**src/rtl/gpio_lvl_pkg.sv**
```systemverilog
package gpio_lvl_pkg;
   typedef enum logic [2:0] {
      REG_ROUTE = 3'd0,
      REG_DIR   = 3'd1,
      REG_DATA  = 3'd2,
      REG_LEVEL = 3'd3,
      REG_STAT  = 3'd4,
      REG_STEER = 3'd5
   } reg_idx_e;
   localparam int unsigned NUM_REGS = 6;
endpackage

```
**src/rtl/gpio_lvl_sync.sv**
```systemverilog
module gpio_lvl_sync #(
   parameter int unsigned W      = 14,
   parameter int unsigned STAGES = 2
) (
   input  logic         clk,
   input  logic         rst_n,
   input  logic [W-1:0] d,
   output logic [W-1:0] q
);
   generate
      if (STAGES < 2) begin : g_bad_stages
         $error("gpio_lvl_sync: STAGES must be at least 2");
      end
   endgenerate

   logic [W-1:0] stg [STAGES];

   for (genvar s = 0; s < STAGES; s++) begin : g_stage
      if (s == 0) begin : g_first
         always_ff @(posedge clk or negedge rst_n)
            if (!rst_n) stg[0] <= '0;
            else        stg[0] <= d;
      end else begin : g_next
         always_ff @(posedge clk or negedge rst_n)
            if (!rst_n) stg[s] <= '0;
            else        stg[s] <= stg[s-1];
      end
   end

   assign q = stg[STAGES-1];
endmodule

```
**src/rtl/gpio_lvl_regs.sv**
```systemverilog
module gpio_lvl_regs
   import gpio_lvl_pkg::*;
#(
   parameter int unsigned NPINS = 14,
   parameter int unsigned AW    = 5,
   parameter int unsigned DW    = 32
) (
   input  logic             clk,
   input  logic             rst_n,
   input  logic             sel,
   input  logic             wr,
   input  logic [AW-1:0]    addr,
   input  logic [NPINS-1:0] wdata,
   input  logic [NPINS-1:0] pin_sync,
   input  logic [NPINS-1:0] stat_q,
   output logic [NPINS-1:0] route_q,
   output logic [NPINS-1:0] dir_q,
   output logic [NPINS-1:0] data_q,
   output logic [NPINS-1:0] level_q,
   output logic [NPINS-1:0] steer_q,
   output logic             stat_wr,
   output logic [DW-1:0]    rdata
);
   localparam int unsigned IDXW = AW - 2;

   generate
      if (AW < 5) begin : g_bad_aw
         $error("gpio_lvl_regs: AW must cover six word registers");
      end
      if (NPINS < 1 || NPINS > DW) begin : g_bad_npins
         $error("gpio_lvl_regs: NPINS must lie in 1..DW");
      end
   endgenerate

   logic [IDXW-1:0] idx;
   logic            aligned;
   logic            mapped;
   logic            wen;

   assign idx     = addr[AW-1:2];
   assign aligned = (addr[1:0] == 2'b00);
   assign mapped  = aligned && (idx < IDXW'(NUM_REGS));
   assign wen     = sel && wr && mapped;
   assign stat_wr = wen && (idx == IDXW'(REG_STAT));

   always_ff @(posedge clk or negedge rst_n) begin
      if (!rst_n) begin
         route_q <= '0;
         dir_q   <= '0;
         data_q  <= '0;
         level_q <= '0;
         steer_q <= '0;
      end else if (wen) begin
         if (idx == IDXW'(REG_ROUTE)) route_q <= wdata;
         if (idx == IDXW'(REG_DIR))   dir_q   <= wdata;
         if (idx == IDXW'(REG_DATA))  data_q  <= wdata;
         if (idx == IDXW'(REG_LEVEL)) level_q <= wdata;
         if (idx == IDXW'(REG_STEER)) steer_q <= wdata;
      end
   end

   always_comb begin
      rdata = '0;
      if (mapped) begin
         if (idx == IDXW'(REG_ROUTE)) rdata[NPINS-1:0] = route_q;
         if (idx == IDXW'(REG_DIR))   rdata[NPINS-1:0] = dir_q;
         if (idx == IDXW'(REG_DATA))  rdata[NPINS-1:0] = pin_sync;
         if (idx == IDXW'(REG_LEVEL)) rdata[NPINS-1:0] = level_q;
         if (idx == IDXW'(REG_STAT))  rdata[NPINS-1:0] = stat_q;
         if (idx == IDXW'(REG_STEER)) rdata[NPINS-1:0] = steer_q;
      end
   end


   unmapped_read_zero_chk: assert property (@(posedge clk) disable iff (!rst_n)
      (sel && !wr && !mapped) |-> (rdata == '0))
      else $error("unmapped read returned non-zero");
endmodule

```
**src/rtl/gpio_lvl_irq.sv**
```systemverilog
module gpio_lvl_irq #(
   parameter int unsigned NPINS = 14
) (
   input  logic             clk,
   input  logic             rst_n,
   input  logic [NPINS-1:0] pin_sync,
   input  logic [NPINS-1:0] level_q,
   input  logic [NPINS-1:0] steer_q,
   input  logic             stat_wr,
   input  logic [NPINS-1:0] wdata,
   output logic [NPINS-1:0] stat_q,
   output logic             irq,
   output logic             nmi
);
   logic [NPINS-1:0] match;
   logic [NPINS-1:0] clr;

   assign match = ~(pin_sync ^ level_q);
   assign clr   = stat_wr ? ~wdata : '0;

   always_ff @(posedge clk or negedge rst_n)
      if (!rst_n) stat_q <= '0;
      else        stat_q <= (stat_q & ~clr) | match;

   assign irq = |(stat_q & ~steer_q);
   assign nmi = |(stat_q &  steer_q);


   match_sets_chk: assert property (@(posedge clk) disable iff (!rst_n)
      $past(rst_n) |-> (($past(match) & ~stat_q) == '0))
      else $error("matching pin left status clear");


   sticky_hold_chk: assert property (@(posedge clk) disable iff (!rst_n)
      $past(rst_n) |-> (($past(stat_q) & ~$past(clr) & ~stat_q) == '0))
      else $error("status bit dropped without a clear");


   clear_only_chk: assert property (@(posedge clk) disable iff (!rst_n)
      $past(rst_n) |-> ((stat_q & ~$past(stat_q) & ~$past(match)) == '0))
      else $error("status bit set without a match");
endmodule

```
**src/rtl/gpio_lvl_pinmux.sv**
```systemverilog
module gpio_lvl_pinmux #(
   parameter int unsigned NPINS = 14
) (
   input  logic             clk,
   input  logic             rst_n,
   input  logic [NPINS-1:0] route_q,
   input  logic [NPINS-1:0] dir_q,
   input  logic [NPINS-1:0] data_q,
   input  logic [NPINS-1:0] alt_out,
   input  logic [NPINS-1:0] alt_oe,
   output logic [NPINS-1:0] pin_out,
   output logic [NPINS-1:0] pin_oe
);
   for (genvar p = 0; p < NPINS; p++) begin : g_pin
      always_comb begin
         if (route_q[p]) begin
            pin_out[p] = alt_out[p];
            pin_oe[p]  = alt_oe[p];
         end else begin
            pin_out[p] = data_q[p];
            pin_oe[p]  = dir_q[p];
         end
      end
   end


   gpio_input_quiet_chk: assert property (@(posedge clk) disable iff (!rst_n)
      (pin_oe & ~route_q & ~dir_q) == '0)
      else $error("GPIO input pin is driven");


   alt_enable_follow_chk: assert property (@(posedge clk) disable iff (!rst_n)
      (route_q & (pin_oe ^ alt_oe)) == '0)
      else $error("routed pin enable differs from alternate enable");
endmodule

```
**src/rtl/gpio_lvl_ctrl.sv**
```systemverilog
module gpio_lvl_ctrl #(
   parameter int unsigned NPINS       = 14,
   parameter int unsigned AW          = 5,
   parameter int unsigned DW          = 32,
   parameter int unsigned SYNC_STAGES = 2
) (
   input  logic             clk,
   input  logic             rst_n,
   input  logic             bus_sel,
   input  logic             bus_wr,
   input  logic [AW-1:0]    bus_addr,
   input  logic [DW-1:0]    bus_wdata,
   output logic [DW-1:0]    bus_rdata,
   input  logic [NPINS-1:0] pin_in,
   output logic [NPINS-1:0] pin_out,
   output logic [NPINS-1:0] pin_oe,
   input  logic [NPINS-1:0] alt_out,
   input  logic [NPINS-1:0] alt_oe,
   output logic [NPINS-1:0] alt_in,
   output logic             irq,
   output logic             nmi
);
   localparam logic [DW-1:0] PIN_MASK = (NPINS >= DW) ? '1 : ((DW'(1) << NPINS) - DW'(1));

   logic [NPINS-1:0] pin_sync;
   logic [NPINS-1:0] route_q, dir_q, data_q, level_q, steer_q, stat_q;
   logic             stat_wr;
   logic             unused_wdata_hi;

   assign unused_wdata_hi = ^(bus_wdata & ~PIN_MASK);

   gpio_lvl_sync #(.W(NPINS), .STAGES(SYNC_STAGES)) u_sync (
      .clk(clk), .rst_n(rst_n), .d(pin_in), .q(pin_sync));

   gpio_lvl_regs #(.NPINS(NPINS), .AW(AW), .DW(DW)) u_regs (
      .clk(clk), .rst_n(rst_n), .sel(bus_sel), .wr(bus_wr), .addr(bus_addr),
      .wdata(bus_wdata[NPINS-1:0]), .pin_sync(pin_sync), .stat_q(stat_q),
      .route_q(route_q), .dir_q(dir_q), .data_q(data_q), .level_q(level_q),
      .steer_q(steer_q), .stat_wr(stat_wr), .rdata(bus_rdata));

   gpio_lvl_irq #(.NPINS(NPINS)) u_irq (
      .clk(clk), .rst_n(rst_n), .pin_sync(pin_sync), .level_q(level_q),
      .steer_q(steer_q), .stat_wr(stat_wr), .wdata(bus_wdata[NPINS-1:0]),
      .stat_q(stat_q), .irq(irq), .nmi(nmi));

   gpio_lvl_pinmux #(.NPINS(NPINS)) u_mux (
      .clk(clk), .rst_n(rst_n), .route_q(route_q), .dir_q(dir_q),
      .data_q(data_q), .alt_out(alt_out), .alt_oe(alt_oe),
      .pin_out(pin_out), .pin_oe(pin_oe));

   assign alt_in = pin_sync;


   rdata_upper_zero_chk: assert property (@(posedge clk) disable iff (!rst_n)
      (bus_rdata & ~PIN_MASK) == '0)
      else $error("unused read bits non-zero");


   idle_lines_chk: assert property (@(posedge clk) disable iff (!rst_n)
      (stat_q == '0) |-> (!irq && !nmi))
      else $error("interrupt raised with empty status");
endmodule

```
**config.mk**
```make
export PLATFORM = sky130hd
export DESIGN_NAME = gpio_lvl_ctrl
export DESIGN_NICKNAME = d
export VERILOG_FILES = /design/src/rtl/gpio_lvl_pkg.sv /design/src/rtl/gpio_lvl_sync.sv /design/src/rtl/gpio_lvl_regs.sv /design/src/rtl/gpio_lvl_irq.sv /design/src/rtl/gpio_lvl_pinmux.sv /design/src/rtl/gpio_lvl_ctrl.sv
export SDC_FILE = /design/constraint.sdc
export NUM_CORES = 1
export LEC_CHECK = 0
export ABC_AREA = 1
export BUFFER_PORTS_ARGS = -buffer_cell sky130_fd_sc_hd__buf_2
export CAP_MARGIN = 40
export CORE_MARGIN = 2
export CORE_UTILIZATION = 38
export CTS_CLUSTER_DIAMETER = 80
export CTS_CLUSTER_SIZE = 28
export DETAILED_ROUTE_END_ITERATION = 8
export GPL_TIMING_DRIVEN = 0
export PLACE_DENSITY_LB_ADDON = 0.2
export SYNTH_ARGS = -nofsm -noshare
export SYNTH_HDL_FRONTEND = slang
export SYNTH_HIERARCHICAL = 1
export SYNTH_SLANG_ARGS = --single-unit
```
**constraint.sdc**
```tcl
create_clock -name clk -period 1.6 [get_ports clk]
set_input_delay 0 -clock clk [delete_from_list [all_inputs] [get_ports clk]]
set_output_delay 0 -clock clk [all_outputs]
set_load 0.01 [all_outputs]
```
# Yosys cells after proc, flatten, opt, wreduce, memory -nomap -nowiden
# Index checks and enable logic that the tools add are counted.
# totals
elab_cells	72
output_inout_bits	76
regBits	112
# classes
n_eq_ne	5
bitwise_logic	9
mux	36
order_cmp	1
reduce_logical	13
# ops
cell	n
$mux W14	8
$not A14 Y14	4
$and A14 B14 Y14	3
$mux W1	28
$reduce_or A14 Y1	2
$or A14 B14 Y14	1
$xor A14 B14 Y14	1
$reduce_and A2 Y1	5
$eq A3 B2 Y1 const B	2
$eq A3 B3 Y1 const B	2
$logic_and A1 B1 Y1	4
$eq A3 B1 Y1 const B	1
$logic_not A3 Y1	1
$lt A3 B3 Y1 const B	1
$logic_not A2 Y1	1

# Depth between registers and ports, before layout
# Gate-level depths: netlist of run 1.
# logic_depth
ltp_word	8
ltp_mapped	9
mapped_depth_nobuf	7

# By module
# The synthesis of run 1 kept the hierarchy.
# by_module_without_submodules
mod	area_each_um2	cells_each	seq_area_each_um2	n_inst
gpio_lvl_regs	3492.1	431	1751.7	1
gpio_lvl_irq	908.4	124	350.3	1
gpio_lvl_sync	805.8	42	700.7	1
gpio_lvl_pinmux	367.9	98	0.0	1

# Worst setup path after synthesis of run 1
# OpenSTA, ideal clock, no wires.
# synth_timing
path_kind	input -> register
startpoint	in bus_addr[3]
endpoint	reg u_irq.stat_q[10]
required_time_ns	1.478
n_path_buf	3
slack_ns	0.365
path_stages	8
setup_ns	0.122
arrival_time_ns	1.113
cell_sequence	buf_6 -> nor3_2 -> buf_2 -> and2_1 -> inv_2 -> buf_6 -> o21ai_2 -> nand2_1
# synth_via
elab_chain_cells	8
word_cells_on_any_way	9
cone_classes	order compare: 1; eq/ne: 1; mux: 1; bitwise: 3; reduce/logical: 3
# synth_rtl
element	line_no	text
start, declared	gpio_lvl_ctrl.sv:11	input logic [AW-1:0] bus_addr,
$lt A3 B3 Y1	gpio_lvl_regs.sv:42	assign mapped = aligned && (idx < IDXW'(NUM_REGS));
$logic_and A1 B1 Y1	gpio_lvl_regs.sv:42	
$logic_and A1 B1 Y1	gpio_lvl_regs.sv:43	assign wen = sel && wr && mapped;
$logic_and A1 B1 Y1 *	gpio_lvl_regs.sv:44	assign stat_wr = wen && (idx == IDXW'(REG_STAT));
via stat_wr	gpio_lvl_ctrl.sv:27	logic stat_wr;
$mux W14 *	gpio_lvl_irq.sv:19	assign clr = stat_wr ? ~wdata : '0;
$not A14 Y14 *	gpio_lvl_irq.sv:23	else stat_q <= (stat_q & ~clr) | match;
$and A14 B14 Y14 *	gpio_lvl_irq.sv:23	
$or A14 B14 Y14 *	gpio_lvl_irq.sv:23	
end signal, assigned	gpio_lvl_irq.sv:23	
end, declared	gpio_lvl_irq.sv:11	output logic [NPINS-1:0] stat_q,
# The timed path passes the listed nets; every way through them passes the cells marked *.
# A chain may end at the register's enable or synchronous reset.

# Worst setup path after layout of run 1
# layout_timing
startpoint	reg u_sync.stg, in the netlist u_sync/q[4]
endpoint	out bus_rdata[4]
# layout_via
elab_chain_cells	5
# layout_rtl
element	line_no	text
start, declared	gpio_lvl_sync.sv:16	logic [W-1:0] stg [STAGES];
start signal, assigned by index	gpio_lvl_sync.sv:26	else stg[s] <= stg[s-1];
$mux W14	gpio_lvl_regs.sv:67	if (idx == IDXW'(REG_DATA)) rdata[NPINS-1:0] = pin_sync;
$mux W14	gpio_lvl_regs.sv:68	if (idx == IDXW'(REG_LEVEL)) rdata[NPINS-1:0] = level_q;
$mux W14	gpio_lvl_regs.sv:69	if (idx == IDXW'(REG_STAT)) rdata[NPINS-1:0] = stat_q;
$mux W14	gpio_lvl_regs.sv:70	if (idx == IDXW'(REG_STEER)) rdata[NPINS-1:0] = steer_q;
$mux W14	gpio_lvl_regs.sv:64	if (mapped) begin
end, declared	gpio_lvl_ctrl.sv:13	output logic [DW-1:0] bus_rdata,
# No other way between the ends.

==> results of run 1 <==
## metrics by stage
step	instances	util (%)	setup WS (ps)	instance area [um2]	power [W]
after global routing	1063	49.4	38.8	7120	0.00729
after global placement	1017	44.9	-845	6470	0.00444
after floorplan	712	-	365	5640	0.00396
after CTS	1063	49.4	140	7120	0.00697
after detailed placement	1018	45.1	-58.2	6510	0.00446
final	1063	49.4	148	7120	0.00692
## timing repair
item,CTS,global route
hold buffers,29,0
resized for setup,0,0
endpoints found under the hold margin,140,0
## cell families (layout without fill, tap and decap cells)
logic type	after synthesis	count (layout)	synth area share (%)
other	1	18	0.0673
XOR/XNOR	14	14	2.20
buffers and inverters	127	294	11.2
AND/OR/NAND/NOR	303	303	23.2
AO/OA/AOI/OAI	138	138	13.1
flip-flops	112	112	50.3
## Yosys cell counts
master	instances
nor2_1	8
nor3_1	1
dfrtp_1	112
nor3_4	2
xor2_1	14
conb_1	1
nand3_1	27
o21ai_1	14
nand3_2	3
inv_1	64
nand2_1	235
nor3_2	1
nand2_2	4
o22ai_1	1
and2_1	1
clkbuf_1	15
o21ai_0	87
buf_4	32
nand4_1	20
buf_2	9
a21oi_1	26
inv_2	5
nor2_4	1
buf_6	2
o21ai_2	10
## worst max-delay path, stage by stage, from the launching register on
cell and delay [ps]:
dfrtp_1 360, buf_4 150, o21ai_0 140, nand3_1 130, nand2_1 100, a21oi_1 80
buf_2 140
## path summary, 6_finish.rpt
path / start / to / slack [ps] / cells after the start
worst max register to register: u_sync/q[9]$_DFF_PN0_ / u_irq/stat_q[9]$_DFF_PN0_ / 750 / 3
worst min-delay path: rst_n / u_regs/steer_q[3]$_DFFE_PN0P_ / 70 / 2
max in group asynchronous: rst_n / u_regs/level_q[10]$_DFFE_PN0P_ / 800 / 3
worst max-delay path: u_sync/q[4]$_DFF_PN0_ / bus_rdata[4] / 150 / 6
worst min register to register: u_sync/stg[26]$_DFF_PN0_ / u_sync/q[12]$_DFF_PN0_ / 350 / 0
min in group clk: bus_addr[3] / u_regs/dir_q[13]$_DFFE_PN0P_ / 190 / 5
## sequential cells by signal, indices dropped and copies added, names as in the netlist
name / flops
u_regs/level_q: 14
u_regs/data_q: 14
u_regs/steer_q: 14
u_regs/dir_q: 14
u_regs/route_q: 14
u_irq/stat_q: 14
u_sync/q: 14
u_sync/stg: 14
## power by group
part	internal (W)	total, W	switching (W)	leakage [nW]
clock	0.00142	0.00245	0.00102	0.157
sequential	0.00306	0.00328	0.000214	1.39
combinational	0.000514	0.00119	0.000679	2.10
total	0.00500	0.00692	0.00192	3.65
## cell type report
type / instances / area share, %
well taps: 184 / 3.23
multi-input cells: 473 / 31.1
clock buffers: 12 / 3.46
plain buffers: 58 / 5.11
repair buffers: 151 / 13.1
inverters: 69 / 3.64
clock inverters: 4 / 1.09
flip-flops and latches: 112 / 39.4
## metal layers
| metal | GRT usage, % | vias up | routed length, um | share of wire [%] |
|---|---|---|---|---|
| li1 | - | 2536 | - | - |
| met1 | 29.3 | 2280 | 7280 | 47 |
| met2 | 32.3 | 149 | 7050 | 46 |
| met3 | 3.00 | 8 | 894 | 5.8 |
| met4 | 4.58 | 0 | 119 | 0.78 |
| met5 | 0 | - | 0 | 0 |
==> impl_metrics.py, run 1 <==
metrics = {
    "job": {
        "cap_violations": 0,
    },
    "cells_and_area": {
        "fin_nets": 957,
        "area_delta_synth_final_pct": 27.8,
        "fillers": 1474,
        "final_common_cell": "nand2_1",
        "regArea_mm2": 0.00280,
        "drive_above_1_share_pct": 23.3,
        "final_cell_mix": "nand2_1, buf_2, dfrtp_1, o21ai_0, inv_1",
        "multiInputGateArea_mm2": 0.00221,
        "num_antenna_cells": 0,
    },
    "drt": {
        "drc": 0,
        "dr.pass1.iters": 4,
        "drtAntennaViolNets": 0,
        "wl_per_cell_um": 14.4,
        "drtIter0Drc": 314,
        "vias_per_cell": 4.68,
        "wl_mm": 15.3,
        "via_count": 4973,
    },
    "die": {
        "row_count": 44,
        "ios": 159,
        "die_area_mm2": 0.0157,
        "start_util_pct": 38.6,
        "core_area_mm2": 0.0144,
        "die_h_um": 125,
        "die-width_um": 125,
    },
    "global_routing": {
        "overflow": 0,
        "grt_max_degree": 92,
        "grt.total_usage_pct": 20.2,
        "grt_pass1_wl_mm": 25.4,
        "grt_pass1_vias": 4811,
        "grt_antenna_before_repair": 0,
    },
    "pwr": {
        "ir_drop_mv": 0.634,
        "powerDensity_mw_per_mm2": 971,
        "leakage_nw": 3.65,
    },
    "clocking": {
        "clk_pin_slew_ps": 80,
        "cts.sinks": 112,
        "clock_latency_ps": 340,
        "cts-root-buf": "clkbuf_16",
        "h-tree-depth": 3,
        "cts_tree": "yes",
        "cts_buffers": 9,
        "cts_setup_buffers": 0,
        "clock_path_buffers": 2,
    },
    "synth": {
        "synth_top_area_share_pct": 50.3,
        "yosys-top-cells-area": "dfrtp_1, nand2_1, o21ai_0",
        "syn_area_per_cell_um2": 8.02,
        "ys_ff_latch": 112,
        "netlist_area_mm2": 0.00557,
        "synth_warnings": 6,
        "seq_area_frac_synth_pct": 50.3,
        "ys_types": 25,
        "yosys.area.top_type": "dfrtp_1",
        "synthCells": 695,
    },
    "placed_design": {
        "gp_congestion": 0.865,
        "dpl.hpwl_mm": 11.5,
        "portBuffers": 121,
    },
    "sta": {
        "hold_slack_ps": 67.1,
        "max_clock_freq_mhz": 689,
        "fin_crit_ps": 1450,
        "rsz0062_at_grt": "false",
        "fin_skew_ps": 5.01,
        "slew_violations": 0,
        "setup_violations": 0,
        "period_share_pct": 90.7,
        "setup_tns_ps": 0,
        "final-hold-violation-count": 0,
    },
    "critical_path": {
        "endpoint_kind": "primary output",
        "start_kind": "register",
        "path_class": "register to primary output",
        "crit_fanout": 3,
        "crit_arrival_ps": 1450,
        "critical_path_required_ps": 1600,
    },
    "min_path": {
        "hold_class": "input port to async pin",
    },
    "run_status": {
        "status": "complete, no violations",
    },
}
No activity file was read; power rests on OpenSTA's default activity.
==> inputs of run 2 (changes only) <==
--- a/config.mk
+++ b/config.mk
@@ -6,5 +6,5 @@
 export NUM_CORES = 1
 export LEC_CHECK = 0
-export ABC_AREA = 1
+export ABC_AREA = 0
 export BUFFER_PORTS_ARGS = -buffer_cell sky130_fd_sc_hd__buf_2
 export CAP_MARGIN = 40
==> constraint.sdc (replaced) <==
create_clock -name clk -period 1.6 [get_ports clk]
set_input_delay 0.24 -clock clk [delete_from_list [all_inputs] [get_ports clk]]
set_output_delay 0.24 -clock clk [all_outputs]
set_load 0.01 [all_outputs]
==> run 2 against run 1 <==
Critical endpoint is now nmi. Synthesized area rose by 0.40%. Clock power fell by 13%. Register-to-register slack got worse by 180 ps. Final area rose by 8.7%. The run now ends with negative setup slack left. Highest routed layer unchanged. Hold slack improved by 98 ps. Global-route usage fell by 0.38 points. Routed wire length fell by 0.98%. Final cell count fell by 23%. Power rose by 3.3%. Worst setup slack got worse by 350 ps. Largest cell class unchanged. Combinational power rose by 41%.
==> impl_metrics.py, run 2 <==
metrics = {
    "run_status": {
        "status": "finished with violations",
        "violations": "negative setup slack",
    },
    "critical_path": {
        "start_kind": "register",
        "reg2reg_from": "u_regs/route_q[13]$_DFFE_PN0P_",
        "critical_path_required_ps": 1360,
        "reg2reg_setup_slack_ps": 570,
        "rr_worst_depth": 3,
        "worstReg2RegEnd": "u_regs/route_q[13]$_DFFE_PN0P_",
        "endpoint_kind": "primary output",
        "path_class": "register to primary output",
        "crit_start": "u_irq/stat_q[6]$_DFF_PN0_",
        "crit_fanout": 4,
        "crit_arrival_ps": 1560,
    },
    "cells_and_area": {
        "regArea_mm2": 0.00281,
        "multiInputGateArea_mm2": 0.00276,
        "fillers": 1242,
        "utilization_pct": 53.5,
        "fin_nets": 716,
        "fin_area_mm2": 0.00774,
        "final_cell_mix": "buf_2, dfrtp_1, mux2_2, buf_4, mux2_4",
        "final_common_cell": "buf_2",
        "num_antenna_cells": 0,
        "final_cells": 821,
        "drive_above_1_share_pct": 59.7,
        "area_delta_synth_final_pct": 38.4,
    },
    "clocking": {
        "cts_buffers": 9,
        "clock_latency_ps": 350,
        "clock_path_buffers": 2,
        "cts_tree": "yes",
        "cts-root-buf": "clkbuf_16",
        "cts.sinks": 112,
        "clk_pin_slew_ps": 70,
        "h-tree-depth": 3,
    },
    "sta": {
        "fin_skew_ps": 7.76,
        "hold_slack_ps": 166,
        "slew_headroom_pct": 65.3,
        "rsz0062_at_grt": "true",
        "worst_slack_ps": -201,
        "setup_violations": 16,
        "period_share_pct": 113,
        "fin_crit_ps": 1800,
        "slew_violations": 0,
        "setup_tns_ps": -1680,
        "final-hold-violation-count": 0,
        "max_clock_freq_mhz": 555,
        "worst_slew_pin_slew_ps": 520,
    },
    "synth": {
        "yosys-top-cells-count": "dfrtp_1, mux2_2, buf_4, nand2_1, o21ai_0",
        "synth_warnings": 6,
        "yosys.area.top_type": "dfrtp_1",
        "synthCells": 440,
        "synth_top_area_share_pct": 50.1,
        "seq_area_frac_synth_pct": 50.1,
        "synth-edff-count": 0,
        "ys_ff_latch": 112,
        "yosys-top-cells-area": "dfrtp_1, mux2_2, mux2_4",
        "synth_most_common_cell": "dfrtp_1",
        "syn_area_per_cell_um2": 12.7,
        "netlist_area_mm2": 0.00560,
        "ys_types": 35,
        "ys.flop_type": "dfrtp_1",
        "ys_async_sr_fraction_pct": 100,
    },
    "drt": {
        "via_count": 4168,
        "drtIter0Drc": 196,
        "wl_per_cell_um": 18.5,
        "wl_mm": 15.2,
        "drc": 0,
        "dr.pass1.iters": 4,
        "vias_per_cell": 5.08,
        "drtAntennaViolNets": 0,
    },
    "min_path": {
        "hold_class": "input port to register",
        "hold_start": "bus_wdata[11]",
        "holdPathStages": 2,
        "min_to": "u_regs/route_q[11]$_DFFE_PN0P_",
    },
    "pwr": {
        "powerDensity_mw_per_mm2": 922,
        "leakage_nw": 3.80,
        "ir_drop_mv": 0.618,
    },
    "job": {
        "cap_violations": 0,
    },
    "placed_design": {
        "dpl.hpwl_mm": 10.1,
        "gp_congestion": 0.882,
        "portBuffers": 120,
        "dpl.cell_count": 762,
        "placed_area_mm2": 0.00661,
    },
    "die": {
        "die-width_um": 125,
        "die_area_mm2": 0.0157,
        "row_count": 44,
        "die_h_um": 125,
        "core_area_mm2": 0.0145,
        "ios": 159,
        "start_util_pct": 38.7,
    },
    "global_routing": {
        "grt_antenna_before_repair": 0,
        "grt_max_degree": 81,
        "grt_pass1_wl_mm": 24.0,
        "grt_pass1_vias": 4371,
        "grt.total_usage_pct": 19.8,
        "overflow": 0,
    },
}
-- run 2: cell types whose count changed in the layout (fill, tap and decap cells not counted), sizes merged, moves of 14 or more --
cell / before / now
a21oi: 26 / 0
a221oi: 0 / 18
buf: 165 / 193
dlygate4sd3: 29 / 15
inv: 69 / 17
mux2: 0 / 126
nand2: 239 / 30
nand3: 30 / 1
nand4: 20 / 1
o21ai: 111 / 28
o221ai: 0 / 14
-- run 2: worst max path at each step --
stage,cells past startpoint,slack (ps),end
finish,5,-200,nmi
global route,5,-310,nmi
CTS,5,-190,nmi
detailed placement,5,-720,u_regs/data_q[5]$_DFFE_PN0P_
global placement,1,-1080,u_sync/stg[22]$_DFF_PN0_
floorplan,6,1,bus_rdata[0]
-- run 2: cells by family after synthesis --
logic type | count (synthesis) | share of synthesized area [%]
buf+inv | 74 | 7.56
simple gates | 43 | 4.20
compound gates | 70 | 9.08
xor+xnor | 14 | 2.19
flops | 112 | 50.1
other cells | 1 | 0.0670
mux | 126 | 26.8
-- run 2: area by class of cell --
class	count	area share (%)
multi-input cells	271	35.6
flip-flops and latches	112	36.3
plain buffers	50	6.20
clock inverters	2	0.194
repair buffers	172	14.6
clock buffers	13	3.36
well taps	184	2.97
inverters	17	0.824
-- run 2: critical path, cell delays in order (launching register included) --
cell      delay [ps]
dfrtp_1          430
a22oi_2          180
nand2_1           80
a221oi_2         170
nand4_1          170
buf_2            180
-- run 2: power breakdown --
part	leakage [nW]	internal (W)	switching, W
Sequential	1.37	0.00311	0.000228
Combinational	2.30	0.000975	0.000703
Clock	0.128	0.00114	0.000997
-- run 2: routing by layer --
metal	track usage (%)	share of wire, %	vias up
met5	0	0	-
met4	6.08	1.4	0
met3	4.02	4.8	14
met2	31.9	48	139
met1	27.2	46	2089
li1	-	-	1926
-- run 2: metrics by stage --
stage / total power [W] / setup WS [ps]
floorplan: 0.00422 / 1.10
global placement: 0.00467 / -1080
detailed placement: 0.00473 / -722
CTS: 0.00712 / -195
global route: 0.00750 / -312
finish: 0.00714 / -201
-- run 2: what timing repair did --
| item | in CTS | in global routing |
|---|---|---|
| cloned | 2 | 0 |
| gates resized for setup | 79 | 36 |
| setup buffers | 22 | 13 |
| hold buffers | 15 | 0 |
| pin swaps | 26 | 20 |
| setup endpoints to repair | 36 | 52 |
| hold endpoints to repair | 46 | 0 |
==> inputs of run 3 (changes only) <==
- ABC_AREA: 0 -> not set
- SYNTH_HIERARCHICAL: 1 -> not set
==> run 3 against run 2 <==
Critical path depth down 2. Power up 1.9%. Highest routed layer unchanged. Final cell count down 1.1%. Worst setup slack worse by 75 ps. Die area down 3.1%. The flow still finishes with violations (negative setup slack). Sequential cell count unchanged. Via count down 0.91%. Global-route usage up 0.18 points.
==> impl_metrics.py, run 3 <==
metrics = {
    "clocking": {
        "cts_tree": "yes",
        "clk_pin_slew_ps": 70,
        "cts.sinks": 112,
        "h-tree-depth": 3,
        "cts-root-buf": "clkbuf_16",
        "cts_buffers": 9,
        "clock_latency_ps": 360,
        "clock_path_buffers": 2,
    },
    "placed_design": {
        "dpl.cell_count": 740,
        "dpl.hpwl_mm": 9.80,
        "gp_congestion": 0.882,
        "dpl_worst_slack_ps": -708,
        "placed_area_mm2": 0.00639,
        "portBuffers": 121,
    },
    "critical_path": {
        "crit_chain": "mux4_2 -> o211a_1 -> buf_2",
        "cp_slowest_cell": "mux4_2",
        "crit_fanout": 4,
        "cp_top_family": "multiplexers",
        "start_kind": "register",
        "reg2reg_from": "u_regs.steer_q[12]$_DFFE_PN0P_",
        "critical_path_required_ps": 1360,
        "endpoint_kind": "primary output",
        "critical_path_buf_inv_count": 1,
        "crit_arrival_ps": 1640,
        "cp.depth": 3,
        "rr_worst_depth": 2,
        "worstReg2RegEnd": "u_regs.steer_q[12]$_DFFE_PN0P_",
        "crit_start": "u_irq.stat_q[12]$_DFF_PN0_",
        "path_class": "register to primary output",
        "reg2reg_setup_slack_ps": 650,
        "endpoint": "bus_rdata[12]",
        "critPathMaxStageDelay_ps": 470,
    },
    "global_routing": {
        "grt.total_usage_pct": 20.0,
        "grt_pass1_wl_mm": 22.3,
        "grt_antenna_before_repair": 0,
        "grt_max_degree": 89,
        "grt_pass1_vias": 3966,
        "overflow": 0,
    },
    "drt": {
        "vias_per_cell": 5.09,
        "drc": 0,
        "via_count": 4130,
        "wl_per_cell_um": 18.9,
        "drtAntennaViolNets": 0,
        "wl_mm": 15.4,
        "drtIter0Drc": 186,
        "dr.pass1.iters": 4,
    },
    "cells_and_area": {
        "final_common_cell": "buf_2",
        "final_cell_mix": "buf_2, dfrtp_1, mux2_2, buf_4, mux2_4",
        "fin_nets": 711,
        "multiInputGateArea_mm2": 0.00265,
        "num_antenna_cells": 0,
        "regArea_mm2": 0.00280,
        "fin_area_mm2": 0.00777,
        "drive_above_1_share_pct": 59.0,
        "area_delta_synth_final_pct": 43.3,
        "utilization_pct": 56.0,
        "final_cells": 812,
        "fillers": 1200,
    },
    "pwr": {
        "ir_drop_mv": 0.455,
        "powerDensity_mw_per_mm2": 937,
        "leakage_nw": 3.99,
    },
    "sta": {
        "worst_slack_ps": -276,
        "setup_violations": 33,
        "max_clock_freq_mhz": 533,
        "fin_crit_ps": 1880,
        "final-hold-violation-count": 0,
        "setup_tns_ps": -4310,
        "fin_skew_ps": 6.34,
        "slew_violations": 0,
        "period_share_pct": 117,
        "rsz0062_at_grt": "true",
    },
    "die": {
        "row_count": 43,
        "start_util_pct": 39.0,
        "die_h_um": 123,
        "die-width_um": 123,
        "ios": 159,
        "core_area_mm2": 0.0139,
        "die_area_mm2": 0.0152,
    },
    "synth": {
        "synth_compound_area_share_pct": 9.05,
        "ys_types": 32,
        "synth-simple-area-share_pct": 3.60,
        "ys_async_sr_fraction_pct": 100,
        "yosys.area.top_type": "dfrtp_1",
        "synth_warnings": 0,
        "seq_area_frac_synth_pct": 51.7,
        "netlist_area_mm2": 0.00542,
        "syn_area_per_cell_um2": 12.9,
        "synth_top_area_share_pct": 51.7,
        "ys_ff_latch": 112,
        "synth-xor-area-share_pct": 2.26,
        "yosys-top-cells-area": "dfrtp_1, mux2_2, buf_4",
        "synth_most_common_cell": "dfrtp_1",
        "synthCells": 421,
        "synth.area.mux_share_pct": 26.1,
        "ys.flop_type": "dfrtp_1",
        "yosys-top-cells-count": "dfrtp_1, mux2_2, buf_4, o22ai_1, nand2_1",
        "synth-edff-count": 0,
        "synthAdderAreaFrac_pct": 0,
        "synth_top_family_by_area": "multiplexers",
    },
    "run_status": {
        "violations": "negative setup slack",
        "status": "finished with violations",
    },
    "job": {
        "cap_violations": 0,
    },
    "min_path": {
        "hold_class": "input port to register",
    },
}
## run 3: cell count changes in the layout (fill, tap and decap cells not counted), sizes merged, moves of 2 or more
| cell | before | now |
|---|---|---|
| nor3b | 0 | 2 |
| buf | 193 | 206 |
| o22ai | 5 | 31 |
| clkinvlp | 2 | 0 |
| o221ai | 14 | 0 |
| o21ai | 28 | 14 |
| nor2 | 0 | 3 |
| mux2 | 126 | 111 |
| o211a | 0 | 14 |
| mux2i | 0 | 14 |
| a221oi | 18 | 4 |
| nand2 | 30 | 18 |
| inv | 17 | 14 |
| clkbuf | 27 | 22 |
## run 3: per-layer routing
metal  vias up  share of wire [%]  GRT usage [%]  wire (um)
met5         -                  0              0          0
met4         0                1.4           7.67        216
met3        19                5.4           3.00        823
met2       135                 49           31.7       7520
met1      2073                 44           27.7       6800
li1       1903                  -              -          -
## run 3: repair_timing
action | in CTS | in global routing
setup buffers | 26 | 15
cloned | 2 | 1
resized for setup | 58 | 88
setup endpoints to repair | 66 | 80
hold endpoints to repair | 38 | 0
hold buffers | 15 | 0
pin swaps | 43 | 12
## run 3: tightest hold or removal path, cell delays in order
cell and delay [ps]:
buf_2 140, o21ai_1 80, nand2_1 50
## run 3: logic make-up (layout without fill, tap and decap cells)
kind of cell | Yosys count | after routing
flops | 112 | 112
simple gates | 34 | 34
xor+xnor | 14 | 14
compound gates | 69 | 69
mux | 126 | 126
other cells | 1 | 18
buf+inv | 65 | 259
## run 3: worst min path at each step
stage	endpoint	cells after the start	slack, ps	startpoint
global route	u_regs.dir_q[0]$_DFFE_PN0P_	2	190	bus_wdata[0]
global placement	u_sync.q[5]$_DFF_PN0_	0	330	u_sync.stg[19]$_DFF_PN0_
CTS	u_regs.dir_q[5]$_DFFE_PN0P_	2	180	bus_wdata[5]
floorplan	u_irq.stat_q[0]$_DFF_PN0_	0	-60	rst_n
finish	u_irq.stat_q[11]$_DFF_PN0_	3	190	bus_wdata[11]
detailed placement	u_sync.stg[16]$_DFF_PN0_	1	120	rst_n
## run 3: area by class of cell
cell class | instances | area share (%)
Timing Repair Buffer | 179 | 16.2
Sequential cell | 112 | 36.1
Buffer | 51 | 6.19
Tap cell | 180 | 2.90
Multi-Input combinational cell | 261 | 34.1
Clock buffer | 13 | 3.35
Inverter | 14 | 0.677
Clock inverter | 2 | 0.499
## run 3: metrics by stage
step	hold slack, ps	power (W)
after floorplan	-55.6	0.00412
after global placement	331	0.00457
after detailed placement	116	0.00463
after CTS	183	0.00714
after global routing	194	0.00763
final	189	0.00728
## run 3: report_power, final
part | internal [W] | switching [W] | leakage [nW]
clock network | 0.00130 | 0.00101 | 0.146
registers | 0.00310 | 0.000235 | 1.38
logic | 0.000983 | 0.000659 | 2.46
total | 0.00537 | 0.00190 | 3.99
